### src/rtl/tmr_pkg.sv
package tmr_pkg;
  typedef enum logic [2:0] {
    RA_CNT  = 3'd0,
    RA_CMPA = 3'd1,
    RA_CMPB = 3'd2,
    RA_CMPD = 3'd3,
    RA_TOP  = 3'd4,
    RA_HOLD = 3'd5,
    RA_FLAG = 3'd6,
    RA_CTRL = 3'd7
  } reg_addr_e;

  localparam int NUM_CH   = 3;
  localparam int FLAG_OVF = 0;
  localparam int CTRL_M8  = 4;

  function automatic logic [2:0] ch_addr(input int idx);
    return 3'(int'(RA_CMPA) + idx);
  endfunction
endpackage

### src/rtl/tmr_regs.sv
module tmr_regs
  import tmr_pkg::*;
#(
  parameter int CNT_W = 10,
  parameter int BUS_W = 8
) (
  input  logic                           clk,
  input  logic                           rst_n,
  input  logic                           wr_en,
  input  logic                           rd_en,
  input  logic [2:0]                     addr,
  input  logic [BUS_W-1:0]               wdata,
  input  logic                           mode8,
  input  logic [CNT_W-1:0]               cnt_val,
  output logic [NUM_CH-1:0][CNT_W-1:0]   cmp_q,
  output logic [CNT_W-1:0]               top_q,
  output logic [CNT_W-BUS_W-1:0]         hold_q,
  output logic                           cnt_load,
  output logic [CNT_W-1:0]               cnt_load_val
);
  localparam int HI_W = CNT_W - BUS_W;

  logic [CNT_W-1:0] wide_val;
  logic [CNT_W-1:0] rd_src;
  logic             rd_wide;

  assign wide_val     = mode8 ? {{HI_W{1'b0}}, wdata} : {hold_q, wdata};
  assign cnt_load     = wr_en && (addr == RA_CNT);
  assign cnt_load_val = wide_val;

  always_comb begin
    rd_wide = 1'b1;
    rd_src  = '0;
    case (addr)
      RA_CNT:  rd_src = cnt_val;
      RA_CMPA: rd_src = cmp_q[0];
      RA_CMPB: rd_src = cmp_q[1];
      RA_CMPD: rd_src = cmp_q[2];
      RA_TOP:  rd_src = top_q;
      default: rd_wide = 1'b0;
    endcase
  end

  always_ff @(posedge clk) begin
    if (!rst_n)
      hold_q <= '0;
    else if (wr_en && addr == RA_HOLD)
      hold_q <= wdata[HI_W-1:0];
    else if (rd_en && !wr_en && rd_wide)
      hold_q <= rd_src[CNT_W-1:BUS_W];
  end

  always_ff @(posedge clk) begin
    if (!rst_n)
      top_q <= '1;
    else if (wr_en && addr == RA_TOP)
      top_q <= wide_val;
  end

  for (genvar g = 0; g < NUM_CH; g++) begin : g_cmp
    always_ff @(posedge clk) begin
      if (!rst_n)
        cmp_q[g] <= '0;
      else if (wr_en && addr == ch_addr(g))
        cmp_q[g] <= wide_val;
    end
  end

  AST_WIDE_COMMIT: assert property (@(posedge clk) disable iff (!rst_n)
    (wr_en && addr == RA_CMPA && !mode8) |=> cmp_q[0] == {$past(hold_q), $past(wdata)});
  AST_NARROW_COMMIT: assert property (@(posedge clk) disable iff (!rst_n)
    (wr_en && addr == RA_TOP && mode8) |=> top_q[CNT_W-1:BUS_W] == '0);
  AST_HOLD_LOAD: assert property (@(posedge clk) disable iff (!rst_n)
    (rd_en && !wr_en && addr == RA_CNT) |=> hold_q == $past(cnt_val[CNT_W-1:BUS_W]));
endmodule

### src/rtl/tmr_counter.sv
module tmr_counter #(
  parameter int CNT_W = 10
) (
  input  logic             clk,
  input  logic             rst_n,
  input  logic             step,
  input  logic             load,
  input  logic [CNT_W-1:0] load_val,
  input  logic [CNT_W-1:0] top_eff,
  output logic [CNT_W-1:0] cnt_q,
  output logic             wrap
);
  assign wrap = step && !load && (cnt_q == top_eff);

  always_ff @(posedge clk) begin
    if (!rst_n)
      cnt_q <= '0;
    else if (load)
      cnt_q <= load_val;
    else if (step)
      cnt_q <= (cnt_q == top_eff) ? '0 : cnt_q + 1'b1;
  end

  AST_TOP_CLEAR: assert property (@(posedge clk) disable iff (!rst_n)
    (step && !load && cnt_q == top_eff) |=> cnt_q == '0);
  AST_LOAD_WINS: assert property (@(posedge clk) disable iff (!rst_n)
    load |=> cnt_q == $past(load_val));
endmodule

### src/rtl/tmr_chan.sv
module tmr_chan #(
  parameter int CNT_W = 10
) (
  input  logic             clk,
  input  logic             rst_n,
  input  logic             step,
  input  logic             load,
  input  logic [CNT_W-1:0] cnt,
  input  logic [CNT_W-1:0] cmp_eff,
  output logic             hit,
  output logic             pin
);
  assign hit = step && !load && (cnt == cmp_eff);

  always_ff @(posedge clk) begin
    if (!rst_n)
      pin <= 1'b0;
    else if (hit)
      pin <= !pin;
  end

  AST_PIN_TOGGLE: assert property (@(posedge clk) disable iff (!rst_n)
    hit |=> pin != $past(pin));
  AST_PIN_HOLD: assert property (@(posedge clk) disable iff (!rst_n)
    !hit |=> $stable(pin));
endmodule

### src/rtl/cmp_timer10.sv
module cmp_timer10
  import tmr_pkg::*;
#(
  parameter int CNT_W = 10,
  parameter int BUS_W = 8
) (
  input  logic             clk,
  input  logic             rst_n,
  input  logic             step,
  input  logic             wr_en,
  input  logic             rd_en,
  input  logic [2:0]       addr,
  input  logic [BUS_W-1:0] wdata,
  output logic [BUS_W-1:0] rdata,
  output logic             out_a,
  output logic             out_b,
  output logic             out_d,
  output logic             irq
);
  localparam int HI_W   = CNT_W - BUS_W;
  localparam int NFLAGS = NUM_CH + 1;

  logic [NUM_CH-1:0][CNT_W-1:0] cmp_q;
  logic [CNT_W-1:0]             top_q, top_eff, cnt_q, load_val;
  logic [HI_W-1:0]              hold_q;
  logic                         cnt_load, wrap, mode8;
  logic [NUM_CH-1:0]            hit, pins;
  logic [NFLAGS-1:0]            flags, mask, set_ev;

  tmr_regs #(.CNT_W(CNT_W), .BUS_W(BUS_W)) u_regs (
    .clk(clk), .rst_n(rst_n), .wr_en(wr_en), .rd_en(rd_en), .addr(addr),
    .wdata(wdata), .mode8(mode8), .cnt_val(cnt_q), .cmp_q(cmp_q),
    .top_q(top_q), .hold_q(hold_q), .cnt_load(cnt_load),
    .cnt_load_val(load_val)
  );

  assign top_eff = mode8 ? {{HI_W{1'b0}}, top_q[BUS_W-1:0]} : top_q;

  tmr_counter #(.CNT_W(CNT_W)) u_cnt (
    .clk(clk), .rst_n(rst_n), .step(step), .load(cnt_load),
    .load_val(load_val), .top_eff(top_eff), .cnt_q(cnt_q), .wrap(wrap)
  );

  for (genvar g = 0; g < NUM_CH; g++) begin : g_ch
    logic [CNT_W-1:0] cmp_eff;
    assign cmp_eff = mode8 ? {{HI_W{1'b0}}, cmp_q[g][BUS_W-1:0]} : cmp_q[g];
    tmr_chan #(.CNT_W(CNT_W)) u_ch (
      .clk(clk), .rst_n(rst_n), .step(step), .load(cnt_load),
      .cnt(cnt_q), .cmp_eff(cmp_eff), .hit(hit[g]), .pin(pins[g])
    );
  end

  assign out_a  = pins[0];
  assign out_b  = pins[1];
  assign out_d  = pins[2];
  assign set_ev = {hit, wrap};

  always_ff @(posedge clk) begin
    if (!rst_n) begin
      mask  <= '0;
      mode8 <= 1'b0;
    end else if (wr_en && addr == RA_CTRL) begin
      mask  <= wdata[NFLAGS-1:0];
      mode8 <= wdata[CTRL_M8];
    end
  end

  for (genvar f = 0; f < NFLAGS; f++) begin : g_flag
    always_ff @(posedge clk) begin
      if (!rst_n)
        flags[f] <= 1'b0;
      else if (set_ev[f])
        flags[f] <= 1'b1;
      else if (wr_en && addr == RA_FLAG && wdata[f])
        flags[f] <= 1'b0;
    end
  end

  assign irq = |(flags & mask);

  always_comb begin
    case (addr)
      RA_CNT:  rdata = cnt_q[BUS_W-1:0];
      RA_CMPA: rdata = cmp_q[0][BUS_W-1:0];
      RA_CMPB: rdata = cmp_q[1][BUS_W-1:0];
      RA_CMPD: rdata = cmp_q[2][BUS_W-1:0];
      RA_TOP:  rdata = top_q[BUS_W-1:0];
      RA_HOLD: rdata = BUS_W'(hold_q);
      RA_FLAG: rdata = BUS_W'(flags);
      default: rdata = BUS_W'({mode8, mask});
    endcase
  end

  AST_OVF_FLAG: assert property (@(posedge clk) disable iff (!rst_n)
    wrap |=> flags[FLAG_OVF]);
  AST_W1C_A: assert property (@(posedge clk) disable iff (!rst_n)
    (wr_en && addr == RA_FLAG && wdata[1] && !hit[0]) |=> !flags[1]);
  AST_IRQ_QUIET: assert property (@(posedge clk) disable iff (!rst_n)
    (flags == '0) |-> !irq);
  AST_LOAD_NO_MATCH: assert property (@(posedge clk) disable iff (!rst_n)
    (cnt_load && !flags[FLAG_OVF]) |=> !flags[FLAG_OVF]);
endmodule

### config.mk
export PLATFORM = sky130hd
export DESIGN_NAME = cmp_timer10
export DESIGN_NICKNAME = d
export VERILOG_FILES = /design/src/rtl/tmr_pkg.sv /design/src/rtl/tmr_regs.sv /design/src/rtl/tmr_counter.sv /design/src/rtl/tmr_chan.sv /design/src/rtl/cmp_timer10.sv
export SDC_FILE = /design/constraint.sdc
export NUM_CORES = 1
export LEC_CHECK = 0
export BUFFER_PORTS_ARGS = -buffer_cell sky130_fd_sc_hd__buf_4
export CELL_PAD_IN_SITES_DETAIL_PLACEMENT = 1
export CELL_PAD_IN_SITES_GLOBAL_PLACEMENT = 2
export CORE_MARGIN = 10
export CORE_UTILIZATION = 37
export CTS_CLUSTER_DIAMETER = 120
export DETAILED_ROUTE_END_ITERATION = 10
export PLACE_DENSITY_LB_ADDON = 0.1
export SLEW_MARGIN = 25
export SYNTH_ARGS = -nofsm -noshare
export SYNTH_HDL_FRONTEND = slang
export SYNTH_SLANG_ARGS = --single-unit
### constraint.sdc
create_clock -name clk -period 1.75 [get_ports clk]
set_input_delay 0.0875 -clock clk [delete_from_list [all_inputs] [get_ports clk]]
set_output_delay 0.0875 -clock clk [all_outputs]
set_load 0.05 [all_outputs]
Word level (Yosys, flattened, before mapping)
Cells that the tools add are included.
{"block": "word_totals", "register_bits": 64, "in_bits": 16, "elab_cells": 82}
{"block": "op_classes", "n_addsub": 1, "n_eq_ne": 11, "n_mux": 21, "bitwise_logic": 1, "reduce_logical": 33}
{"op": "two-way mux 10 bit", "count": 8}
{"op": "case mux 8 bit (7 select lines)", "count": 1}
{"op": "case mux 10 bit (5 select lines)", "count": 1}
{"op": "equality test 10 bit", "count": 4}
{"op": "logical AND 1 bit", "count": 19}
{"op": "equality test 3 bit, second input constant", "count": 4}
{"op": "nonzero test 2 bit", "count": 6}
{"op": "adder 10 x 1 -> 10 bit, second input constant", "count": 1}
{"op": "two-way mux 1 bit", "count": 9}
{"op": "equality test 3 x 2 -> 1 bit, second input constant", "count": 2}
{"op": "logical NOT 1 bit", "count": 5}
{"op": "OR reduction 5 bit", "count": 1}
{"op": "AND 4 bit", "count": 1}
{"op": "two-way mux 2 bit", "count": 2}
{"op": "OR reduction 4 bit", "count": 1}
{"op": "equality test 3 x 1 -> 1 bit, second input constant", "count": 1}
{"op": "logical NOT 3 bit", "count": 1}

Logic depth before layout (Yosys ltp)
Gate-level depths: netlist of the first run.
{"block": "depth", "ltp_word": 6, "mapped_depth": 8}

Hierarchy
A second synthesis of the first run with hierarchy kept.
{"block": "hier_totals", "cells_unflattened": 477, "hier_area_um2": 3928.8}
{"mod": "tmr_regs", "n_inst": 1, "cells_per_inst": 217, "area_each_um2": 1785.5}
{"mod": "cmp_timer10", "n_inst": 1, "cells_per_inst": 104, "area_each_um2": 877.1}
{"mod": "tmr_counter", "n_inst": 1, "cells_per_inst": 99, "area_each_um2": 789.5}
{"mod": "tmr_chan", "n_inst": 3, "cells_per_inst": 19, "area_each_um2": 158.9}

Worst setup path before layout of the first run
No wires, ideal clock.
{"block": "synth_timing", "path_type": "in2out", "start": "in addr[1]", "end": "out rdata[2]", "arrival_ns": 1.636, "required_ns": 1.662, "slack_ns": 0.027, "cell_stages": 6, "n_path_buf": 3, "cell_sequence": "buf_4 > buf_2 > buf_2 > a32o_1 > o21ai_1 > a21oi_1"}
{"block": "synth_between", "elab_chain_len": 2, "word_cells_on_any_way": 8, "classes_between": "eq/ne: 6; mux: 1; reduce/logical: 1"}
{"item": "start: declaration", "line_no": "cmp_timer10.sv:12", "text": "input logic [2:0] addr,"}
{"item": "equality test 3 bit (tied with other cells)", "line_no": "cmp_timer10.sv:82", "text": "case (addr)"}
{"item": "case mux 8 bit (7 select lines) *", "line_no": "cmp_timer10.sv:82"}
{"item": "end: declaration", "line_no": "cmp_timer10.sv:14", "text": "output logic [BUS_W-1:0] rdata,"}
Every way passes the cells marked *; elsewhere a longest branch is shown, timed or not.

Final worst setup path of the first run
{"block": "layout_timing", "start": "reg u_cnt.cnt_q[1]", "end": "out rdata[1]"}
{"block": "layout_between", "elab_chain_len": 1}
{"item": "start: declaration", "line_no": "tmr_counter.sv:10", "text": "output logic [CNT_W-1:0] cnt_q,"}
{"item": "start signal: assignment", "line_no": "tmr_counter.sv:19", "text": "cnt_q <= load_val;"}
{"item": "start signal: assignment", "line_no": "tmr_counter.sv:21", "text": "cnt_q <= (cnt_q == top_eff) ? '0 : cnt_q + 1'b1;"}
{"item": "case mux 8 bit (7 select lines)", "line_no": "cmp_timer10.sv:82"}
No other way between the ends.

==> impl_metrics.py, run 1 <==
metrics = {
    "detailed_routing": {
        "avgRoutedWirePerCell_um": 21.56,
        "via_per_inst": 5.474,
        "drcViolationCount": 0,
        "drt_wl_total_um": 14380,
        "num_vias": 3651,
        "drt-pass1-iter-count": 4,
        "ant_nets": 0,
        "dr.first_iter.drc_count": 191,
    },
    "clocking": {
        "path_clk_slew_ns": 0.07,
        "cts_root_buffer": "clkbuf_8",
        "clock_sinks": 64,
        "h-tree-depth": 3,
        "cts_buffers": 9,
        "cts_tree": "done",
        "clock_latency_ns": 0.35,
        "clockBufferDepth": 2,
    },
    "status": {
        "status": "finished clean",
    },
    "worst_setup_path": {
        "cp-end-kind": "primary output",
        "arrival_ns": 1.63,
        "start_kind": "register",
        "rr_endpoint": "flags[3]",
        "path_class": "register to primary output",
        "worstReg2RegStart": "u_cnt.cnt_q[8]",
        "r2r_cells": 6,
        "r2r_slack_ns": 0.09,
        "path_max_fanout": 6,
        "worstPathRequired_ns": 1.66,
    },
    "cells_and_area": {
        "layout_commonest_cell": "nand2_1",
        "antennaDiodeCount": 0,
        "final_cell_mix": "107 x nand2_1, 77 x buf_4, 44 x dfxtp_1",
        "fin_area_mm2": 0.004763,
        "nNetsFinal": 543,
        "drive_gt1_share_pct": 25.99,
        "fillers": 1224,
        "area_growth_syn_to_layout_pct": 23.80,
    },
    "timing": {
        "hold_viol_final": 0,
        "rsz0062_at_grt": "true",
        "max_slew_margin_pct": 64.43,
        "final-setup-viol-count": 0,
        "setup_slack_ns": 0.03653,
        "worstMarginPinSlew_ns": 0.5330,
        "slew_violations": 0,
        "tns_ns": 0,
        "fin_skew_ns": 0.006012,
        "post-route-period-util_pct": 97.91,
        "period_minus_slack_ns": 1.713,
        "fmax_ghz": 0.5836,
    },
    "pwr": {
        "pwr-share-clk_pct": 35.3,
        "swShare_pct": 30.41,
        "combPwrFrac_pct": 19.5,
        "vdd_drop_max_mv": 0.3710,
        "power.net_switching_uw": 1060,
        "p_int_uw": 2426,
        "seqPwrFrac_pct": 45.2,
        "leakage_uw": 0.001881,
        "pwr_density_cell_mw_per_mm2": 731.8,
    },
    "floorplan": {
        "core_mm2": 0.01023,
        "die_y_um": 122.0,
        "initial_core_util_pct": 37.61,
        "io_pins": 28,
        "fp.dieW_um": 122.0,
        "row_count": 37,
        "dieArea_mm2": 0.01488,
    },
    "synthesis": {
        "synth_cell_type_count": 52,
        "avgSynthCellArea_um2": 8.186,
        "yosysSeqAreaShare_pct": 33.30,
        "netlist_instances": 470,
        "synth_top_area_cell": "dfxtp_1",
        "synthTopCellsByArea": "dfxtp_1 33%, nand2_1 10%, xnor2_1 6.1%",
        "async_reset_ff_share_pct": 0,
        "dominantRegCellSynth": "dfxtp_1",
        "yosysTopAreaCellShare_pct": 33.30,
        "netlist_area_mm2": 0.003847,
        "synth-edff-count": 0,
        "synth_seq_cells": 64,
        "synth_fp_nets": 487,
        "ys_warn_count": 0,
    },
    "placed_design": {
        "post-place-ws_ns": 0.04698,
        "hpwl_um": 10830,
        "gp_congestion": 0.8686,
        "placed_area_mm2": 0.004393,
        "io_buffer_count": 27,
    },
    "grt": {
        "overflow": 0,
        "grt_max_degree": 30,
        "antenna_found_initial": 0,
        "grt_pass1_vias": 3691,
        "grt_pass1_wl_um": 22050,
        "gr-usage-all-layers_pct": 19.69,
    },
    "flow_run": {
        "drv_cap": 0,
    },
    "worst_hold_path": {
        "hold_path_depth": 2,
        "hold_start": "rst_n",
        "min_to": "u_regs.top_q[2]",
        "hold_class": "primary input to register",
    },
}
==> worst max path at each step <==
stage	slack [ns]	to	depth (start not counted)	start
final	0.04	rdata[1]	3	u_cnt.cnt_q[1]
after global routing	-0.02	rdata[1]	3	u_cnt.cnt_q[1]
after CTS	0.004	rdata[1]	3	u_cnt.cnt_q[1]
after detailed placement	0.05	g_ch[1].u_ch.pin	5	u_cnt.cnt_q[3]
after global placement	0.07	u_cnt.cnt_q[2]	6	u_cnt.cnt_q[9]
after floorplan	0.03	rdata[2]	6	addr[1]
==> cell usage after synthesis, drive strengths merged, types with 2 or more instances <==
cell / count
and3: 3
nor4bb: 2
and3b: 2
o21a: 3
nand3: 20
nor3b: 8
xor2: 17
nor2: 16
o221ai: 2
nand2: 108
clkbuf: 16
nor4b: 2
o22ai: 2
xnor2: 27
a21oi: 18
a32o: 3
a22oi: 4
a21boi: 28
mux4: 8
a2111o: 2
and2: 6
nor2b: 13
mux2: 3
o21ai: 10
nor4: 2
or3: 7
dfxtp: 64
inv: 3
nand4: 9
buf: 22
nand3b: 3
a31oi: 8
mux2i: 11
nand2b: 6
==> critical path, stage by stage, from the launching register on <==
cell and delay [ns]:
dfxtp_4 0.37, mux4_2 0.46, mux2_4 0.29, buf_8 0.15
==> per-layer routing <==
layer  global-route usage, %  routed length [um]  vias up  share of wire (%)
li1                        -                   -     1744                  -
met1                   25.03                6398     1809                 44
met2                   31.90                6947       74                 48
met3                   3.238                 591       24                4.1
met4                   9.091                 444        0                3.1
met5                       0                   0        -                  0
==> power by group through the flow <==
stage / registers (uW) / logic (uW) / clock network (uW)
floorplan: 1620 / 381 / 0
global placement: 1610 / 634 / 0
detailed placement: 1610 / 642 / 0
CTS: 1570 / 658 / 1270
global route: 1580 / 731 / 1340
finish: 1580 / 680 / 1230
==> per-stage QoR <==
stage / power (uW) / cells / utilization [%] / hold WS [ns]
6_report: 3486 / 667 / 46.56 / 0.02594
5_1_grt: 3651 / 667 / 46.56 / 0.02319
4_1_cts: 3499 / 661 / 45.36 / 0.01301
3_5_place_dp: 2247 / 643 / 42.94 / 0.3570
3_3_place_gp: 2239 / 643 / 42.94 / 0.3500
2_1_floorplan: 1997 / 470 / - / 0.2115
==> final cells by class <==
cell class | count | area (um^2) | share of cell area [%]
timing repair buffer | 83 | 649.4 | 13.63
multi-input combinational | 365 | 2434 | 51.09
tap | 136 | 170.2 | 3.572
inverter | 3 | 11.26 | 0.2364
sequential | 64 | 1314 | 27.58
clock buffer | 14 | 172.7 | 3.625
clock inverter | 2 | 12.51 | 0.2627
==> state kept, by name, indices dropped and copies added, names as in the netlist <==
| register | flops |
|---|---|
| flags | 4 |
| g_ch.u_ch.pin | 3 |
| mask | 4 |
| mode8 | 1 |
| u_cnt.cnt_q | 10 |
| u_regs.cmp_q | 30 |
| u_regs.hold_q | 2 |
| u_regs.top_q | 10 |
==> repair_timing <==
item	in CTS	in global routing
gates cloned	0	1
endpoints found under the hold margin	3	0
endpoints found under the setup margin	5	20
buffers inserted	4	5
gates resized for setup	17	29
hold buffers	3	0
pin swaps	1	7
==> kinds of logic after synthesis <==
logic type      after synthesis  share of synthesized area, %
buf+inv                      41                         5.171
xor+xnor                     44                         10.02
compound gates               86                         15.25
fa+ha+maj                     1                        0.3252
simple gates                212                         27.51
flops                        64                         33.30
mux                          22                         8.423
Note: power is estimated with default switching activity, not from simulation.
==> inputs of run 2 (changes only) <==
==> constraint.sdc (replaced) <==
create_clock -name clk -period 1.75 [get_ports clk]
set_input_delay 0.4375 -clock clk [delete_from_list [all_inputs] [get_ports clk]]
set_output_delay 0.4375 -clock clk [all_outputs]
set_load 0.05 [all_outputs]
==> run 2 against run 1 <==
  * The run now ends with negative setup slack left
  * Critical path depth is the same
  * Clock skew grew 0.0025 ns
  * Power grew 9.1%
  * Sequential share of layout area shrank 2.7 points
  * Wire length grew 5.2%
  * Fmax shrank 16%
  * Global-route usage grew 1.1 points
  * Combinational power grew 20%
  * First-iteration DRC count grew 34%
  * Critical path type unchanged
  * Largest cell class unchanged
==> impl_metrics.py, run 2 (same netlist as run 1, synthesis figures left out) <==
metrics = {
    "status": {
        "status": "finished, violations left",
        "violations": "negative setup slack",
    },
    "clocking": {
        "cts_buffers": 9,
        "holdBufCountCts": 0,
        "cts_root_buffer": "clkbuf_8",
        "path_clk_slew_ns": 0.07,
        "clock_sinks": 64,
        "clockBufferDepth": 2,
        "h-tree-depth": 3,
        "clock_latency_ns": 0.35,
        "cts_tree": "done",
    },
    "pwr": {
        "seqPwrFrac_pct": 41.1,
        "swShare_pct": 29.06,
        "leakage_uw": 0.002112,
        "pwr_density_cell_mw_per_mm2": 715.5,
        "vdd_drop_max_mv": 0.3395,
        "power_uw": 3803,
        "pwr-share-clk_pct": 37.5,
        "p_int_uw": 2698,
        "combPwrFrac_pct": 21.4,
        "power.net_switching_uw": 1105,
    },
    "timing": {
        "rsz0062_at_grt": "true",
        "worstMarginPinSlew_ns": 0.4917,
        "hold_viol_final": 0,
        "post-route-period-util_pct": 117.0,
        "slew_violations": 0,
        "setup_slack_ns": -0.2973,
        "fin_skew_ns": 0.008548,
        "final-setup-viol-count": 8,
        "max_slew_margin_pct": 67.14,
        "period_minus_slack_ns": 2.047,
        "fmax_ghz": 0.4885,
    },
    "cells_and_area": {
        "largestRegisters": "u_regs.cmp_q: 30 flops, u_cnt.cnt_q: 10 flops, u_regs.top_q: 10 flops",
        "fin_util_pct": 51.95,
        "area_growth_syn_to_layout_pct": 38.15,
        "fillers": 1215,
        "antennaDiodeCount": 0,
        "nNetsFinal": 580,
        "layout_commonest_cell": "nand2_1",
        "top_register": "u_regs.cmp_q",
        "drive_gt1_share_pct": 34.81,
        "largest_register_ffs": 30,
        "final_cell_mix": "107 x nand2_1, 101 x buf_4, 43 x dfxtp_1",
        "fin_area_mm2": 0.005315,
    },
    "worst_setup_path": {
        "path_max_fanout": 3,
        "start_kind": "register",
        "arrival_ns": 1.61,
        "rr_endpoint": "u_cnt.cnt_q[0]",
        "path_class": "register to primary output",
        "r2r_slack_ns": 0.01,
        "worstPathRequired_ns": 1.31,
        "critPathCapture": "rdata[1]",
        "r2r_cells": 7,
        "cp-startpoint": "u_cnt.cnt_q[1]",
        "cp-end-kind": "primary output",
        "worstReg2RegStart": "u_cnt.cnt_q[6]",
    },
    "floorplan": {
        "core_mm2": 0.01023,
        "dieArea_mm2": 0.01488,
        "row_count": 37,
        "initial_core_util_pct": 37.61,
        "fp.dieW_um": 122.0,
        "die_y_um": 122.0,
        "io_pins": 28,
    },
    "grt": {
        "grt_max_degree": 23,
        "overflow": 0,
        "grt_pass1_vias": 4027,
        "antenna_found_initial": 0,
        "grt_pass1_wl_um": 23520,
        "gr-usage-all-layers_pct": 20.79,
    },
    "placed_design": {
        "io_buffer_count": 27,
        "hpwl_um": 11220,
        "placed_area_mm2": 0.004808,
        "gp_congestion": 0.8980,
        "post-place-ws_ns": -0.2805,
    },
    "flow_run": {
        "drv_cap": 0,
    },
    "worst_hold_path": {
        "hold_path_depth": 3,
        "hold_class": "primary input to register",
    },
    "detailed_routing": {
        "via_per_inst": 5.476,
        "drt_wl_total_um": 15140,
        "dr.first_iter.drc_count": 255,
        "num_vias": 3844,
        "avgRoutedWirePerCell_um": 21.56,
        "drt-pass1-iter-count": 4,
        "drcViolationCount": 0,
        "ant_nets": 0,
    },
}
[run 2: cell count changes in the layout (fill, tap and decap cells not counted), sizes merged]
cell	change
clkinv	-1
bufinv	+2
buf	+40
dlygate4sd3	-3
clkbuf	-3
[run 2: metrics by stage]
step                cells  TNS (ns)  hold slack, ns
finish                702    -1.513          0.3580
CTS                   701    -1.511          0.3437
floorplan             470    -1.037          0.4445
global route          702    -2.425          0.3561
global placement      678    -4.829          0.4616
detailed placement    678    -5.262          0.4720
[run 2: critical path: stages (launching register included)]
cell and delay, ns:
dfxtp_2 0.34, mux4_2 0.47, mux2_4 0.29, buf_6 0.15
[run 2: how the worst min path moves through the flow]
stage                           startpoint                to  slack [ns]
after floorplan                   flags[1]          flags[1]        0.44
after global placement    g_ch[2].u_ch.pin  g_ch[2].u_ch.pin        0.46
after detailed placement  g_ch[0].u_ch.pin  g_ch[0].u_ch.pin        0.47
after CTS                         wdata[5]   u_regs.top_q[5]        0.34
after global routing              wdata[5]   u_regs.top_q[5]        0.36
final                             wdata[7]   u_regs.top_q[7]        0.36
[run 2: repair_timing]
action,in CTS,in global routing
hold endpoints to repair,0,0
setup buffers,9,1
pin swaps,5,4
setup endpoints to repair,18,24
gates resized for setup,64,11
[run 2: power by group through the flow]
stage	registers (uW)	clock network [uW]	logic, uW
floorplan	1620	0	436
global placement	1600	0	733
detailed placement	1600	0	744
CTS	1560	1470	802
global route	1570	1510	866
finish	1560	1430	813
[run 2: final cells by class]
class | instances | area [um^2] | share of cell area (%)
Multi-Input combinational cell | 365 | 2584 | 48.61
Sequential cell | 64 | 1323 | 24.88
Timing Repair Buffer | 120 | 1018 | 19.16
Tap cell | 136 | 170.2 | 3.202
Clock buffer | 11 | 141.4 | 2.660
Clock inverter | 3 | 67.56 | 1.271
Inverter | 3 | 11.26 | 0.2119
[run 2: layer usage]
metal / wire length, um / GRT usage [%] / vias to the layer above
met4: 237 / 6.781 / 0
met3: 701 / 4.209 / 23
met2: 7283 / 34.32 / 65
li1: - / - / 1814
met5: 0 / 0 / -
met1: 6915 / 26.47 / 1942
